===== src/rtl/modn_pkg.sv =====
package modn_pkg;
  typedef struct packed {
    logic doLoad;
    logic doClear;
    logic doInc;
  } ctrlStrobes_t;
endpackage


===== src/rtl/modn_ctrl.sv =====
module modn_ctrl
  import modn_pkg::*;
#(
  parameter int WIDTH   = 3,
  parameter int MODULUS = 6
) (
  input  logic             enable,
  input  logic             load,
  input  logic [WIDTH-1:0] count,
  output ctrlStrobes_t     strobes,
  output logic             termCount
);
  localparam logic [WIDTH-1:0] LastValue = WIDTH'(MODULUS - 1);

  logic atLast;

  // Full compare; for mod-6 this reduces to bit2 & bit0 over reachable states
  assign atLast    = (count == LastValue);
  assign termCount = enable & atLast;

  always_comb begin
    strobes = '0;
    if (load)            strobes.doLoad  = 1'b1;
    else if (termCount)  strobes.doClear = 1'b1;
    else if (enable)     strobes.doInc   = 1'b1;
  end
endmodule


===== src/rtl/modn_datapath.sv =====
module modn_datapath
  import modn_pkg::*;
#(
  parameter int WIDTH = 3
) (
  input  logic             clk,
  input  logic             rst,
  input  ctrlStrobes_t     strobes,
  input  logic [WIDTH-1:0] loadValue,
  output logic [WIDTH-1:0] count
);
  logic [WIDTH-1:0] countQ;
  logic [WIDTH-1:0] countNext;
  logic [WIDTH:0]   carryChain;
  logic [WIDTH-1:0] toggleBits;

  // Serial enable chain: bit k toggles when all lower bits are one
  assign carryChain[0] = strobes.doInc;
  for (genvar k = 0; k < WIDTH; k++) begin : g_chain
    assign toggleBits[k]   = carryChain[k];
    assign carryChain[k+1] = carryChain[k] & countQ[k];
  end

  always_comb begin
    if (strobes.doLoad)       countNext = loadValue;
    else if (strobes.doClear) countNext = '0;
    else                      countNext = countQ ^ toggleBits;
  end

  always_ff @(posedge clk) begin
    if (rst) countQ <= '0;
    else     countQ <= countNext;
  end

  assign count = countQ;
endmodule


===== src/rtl/modn_counter.sv =====
module modn_counter
  import modn_pkg::*;
#(
  parameter int WIDTH   = 3,
  parameter int MODULUS = 6
) (
  input  logic             clk,
  input  logic             rst,
  input  logic             enable,
  input  logic             load,
  input  logic [WIDTH-1:0] loadValue,
  output logic [WIDTH-1:0] count,
  output logic             termCount
);
  ctrlStrobes_t strobes;

  modn_ctrl #(.WIDTH(WIDTH), .MODULUS(MODULUS)) i_ctrl (
    .enable    (enable),
    .load      (load),
    .count     (count),
    .strobes   (strobes),
    .termCount (termCount)
  );

  modn_datapath #(.WIDTH(WIDTH)) i_datapath (
    .clk       (clk),
    .rst       (rst),
    .strobes   (strobes),
    .loadValue (loadValue),
    .count     (count)
  );
endmodule


===== config.mk =====
export PLATFORM = sky130hd
export DESIGN_NAME = modn_counter
export DESIGN_NICKNAME = d
export VERILOG_FILES = /design/src/rtl/modn_pkg.sv /design/src/rtl/modn_ctrl.sv /design/src/rtl/modn_datapath.sv /design/src/rtl/modn_counter.sv
export SDC_FILE = /design/constraint.sdc
export NUM_CORES = 1
export LEC_CHECK = 0
export ABC_AREA = 1
export BUFFER_PORTS_ARGS = -buffer_cell sky130_fd_sc_hd__buf_2
export CORE_AREA = 2 2 39 41
export CTS_CLUSTER_DIAMETER = 100
export CTS_CLUSTER_SIZE = 12
export DETAILED_ROUTE_END_ITERATION = 10
export DIE_AREA = 0 0 41 43
export MAX_ROUTING_LAYER = met4
export SYNTH_ARGS = -nofsm -noshare
export SYNTH_HDL_FRONTEND = slang
export SYNTH_SLANG_ARGS = --single-unit

===== constraint.sdc =====
create_clock -name clk -period 1.05 [get_ports clk]
set_input_delay 0.1575 -clock clk [delete_from_list [all_inputs] [get_ports clk]]
set_output_delay 0.1575 -clock clk [all_outputs]
set_load 0.02 [all_outputs]

==> flow_summary.yaml <==
status:
  status: "complete, but fails checks"
  violations: "setup timing"
sta:
  worst_pin_slew_ns: 0.213
  final-setup-viol-count: 3
  drv_slew: 0
  clock_skew_ns: 0.00443
  worst_slack_ns: -0.124
  fmax_mhz: 852
  rsz0062_at_grt: "yes"
  min_period_ns: 1.17
  finalCritPeriodShare: 1.12
  relSlewSlack: 0.856
  hold_viol: 0
detailed_routing:
  antenna_left: 0
  wl_microns: 567
  vias: 230
  drcViolationCount: 0
  vias_per_cell: 3.65
  wire_per_inst_microns: 9.00
  drt_iter0_drc: 2
  drt-pass1-iter-count: 4
yosys:
  ys_async_sr_fraction: 0
  synth_area_sq_um: 186
  postSynthAreaPerCell_sq_um: 7.17
  synth-seq-area-share: 0.322
  synth_compound_area_frac: 0.215
  synth_fa_ha_area_frac: 0.134
  synth-simple-area-share: 0.208
  ys_top_cells_by_area: "dfxtp_1 (32%), nand2_1 (14%), ha_1 (13%)"
  yosysTopAreaCell: "dfxtp_1"
  ys_ff_latch: 3
  ys_warn_count: 0
  synth_top_family_by_area: "compound AO/OA/AOI/OAI gates"
  synth_ff_type: "dfxtp_1"
  syn-instance-count: 26
  ys_types: 9
  synth_edf_count: 0
  synth_top_area_frac: 0.322
  synthXorXnorAreaFrac: 0
  synth.most_common_cell: "nand2_1"
  ys_top_cells_by_count: "nand2_1 (7), inv_1 (6), dfxtp_1 (3), o21ai_0 (3)"
  syn_nets: 35
  synth.area.mux_share: 0
floorplanning:
  core-area_sq_mm: 0.00138
  initial_utilization: 0.135
  fp.dieW_microns: 41
  dieArea_sq_mm: 0.00176
  rows: 14
  fp.dieH_microns: 43
  pin_count: 11
pwr:
  irDropWorstVdd_mv: 0.447
  p_leak_uw: 0.000196
  power_density_mw_per_mm2: 1110
  power_uw: 472
final_layout:
  n_fill_cell: 157
  seqCellArea_sq_um: 71.3
  multiInputGateArea_sq_um: 159
  n_antenna_cell: 0
  nNetsFinal: 57
  synthToLayoutAreaGrowth_pct: 128
  largest_register_ffs: 3
  stdcell_area_sq_um: 424
  layout-drive-gt1-share: 0.702
  finalNonFillerCells: 63
placement:
  dpl-instance-area_sq_um: 305
  gp_congestion: 0.675
  place_hpwl_microns: 366
  place_inst: 57
  port_buffers: 10
clocking:
  worstSkewPairLatency_ns: 0.23
  clockRootBuffer: "clkbuf_4"
  cts_made_buffers: 3
  tritoncts: "built"
  cts_hold_buffers: 0
  clk_pin_slew_ns: 0.04
  htreeDepth: 1
  clock_sinks: 3
  cts.path.max_buffers: 2
global_route:
  grt_first_pass_wirelength_microns: 814
  grt_pass1_vias: 203
  antenna_found_initial: 0
  grt_max_degree: 7
  grt_overflow: 0
  grtUsageTotal: 0.0782
hold_path:
  hp-class: "input pin to flop"
critical_path:
  start_kind: "flop"
  crit_required_ns: 1.17
  cp_slowest_stage_delay_ns: 0.35
  reg2reg_slack_ns: -0.12
  arrival_ns: 1.29
  crit_chain: "a31oi_4, ha_4, ha_4, inv_2, nand2_1, nand2_1, nand2_1, a21oi_2"
  path_common_cell: "nand2_1"
  critical_path_class: "flop to flop"
  worst_path_max_delay_cell: "dfxtp_4"
  path_max_fanout: 4
  crit_path_end_kind: "flop"
flow_run:
  max-cap-violations: 0
cell type report:
cell class,count,area share
Sequential cell,3,0.168
Tap cell,16,0.0472
Multi-Input combinational cell,17,0.375
Timing Repair Buffer,17,0.289
Clock buffer,4,0.0619
Inverter,6,0.0590
cells by family (layout without fill, tap and decap cells):
logic type | count (synthesis) | in the layout
and+or+nand+nor | 8 | 8
AOI/OAI and AO/OA | 7 | 7
buffers and inverters | 6 | 27
DFF | 3 | 3
adders and majority gates | 2 | 2
stage by stage:
stage | TNS, ns | setup WS [ns] | util | hold WS [ns]
global placement | -0.215 | -0.140 | 0.221 | 0.428
global route | -0.438 | -0.188 | 0.307 | 0.209
detailed placement | -0.253 | -0.171 | 0.221 | 0.423
finish | -0.273 | -0.124 | 0.307 | 0.179
CTS | -0.339 | -0.128 | 0.289 | 0.172
floorplan | -0.231 | -0.143 | - | 0.323
layer usage:
metal,vias to the layer above,wire (microns),track usage
li1,126,-,-
met1,94,220,0.0740
met2,10,299,0.116
met3,0,48,0.0366
met4,0,0,0.0600
met5,-,0,-
worst paths after layout:
kind                             from                  end  cells after the start
hold / removal                    rst  i_datapath.count[0]                      4
setup reg to reg  i_datapath.count[0]  i_datapath.count[2]                      8
setup / recovery  i_datapath.count[0]  i_datapath.count[2]                      8
hold reg to reg   i_datapath.count[2]  i_datapath.count[2]                      5
layout by cell type, fill, tap and decap left out, drive strengths merged:
| cell | netlist | layout |
|---|---|---|
| buf | 0 | 17 |
| nand2 | 7 | 7 |
| inv | 6 | 6 |
| clkbuf | 0 | 4 |
| o21ai | 3 | 3 |
| dfxtp | 3 | 3 |
| a21oi | 3 | 3 |
| ha | 2 | 2 |
| a31oi | 1 | 1 |
| nand4 | 1 | 1 |
worst max-delay path: cells and delay by family (launching register included):
kind                     cells  cell delay, ns
flip-flops                   1            0.35
adder cells (fa/ha/maj)      2            0.28
AO/OA/AOI/OAI                2            0.25
AND/OR/NAND/NOR              3            0.17
buffers and inverters        1            0.03
power by group:
part | leakage, uW | internal [uW] | total, uW | switching (uW)
registers | 0.0000267 | 123 | 134 | 10.9
clock network | 0.0000150 | 143 | 204 | 61.4
logic | 0.000154 | 68.7 | 135 | 65.8
total | 0.000196 | 334 | 472 | 138
what timing repair did:
action | in CTS | in global routing
setup buffers | 1 | 1
setup endpoints to repair | 3 | 4
gates resized for setup | 12 | 5
pin swaps | 2 | 2
No activity file was read; power rests on OpenSTA's default activity.
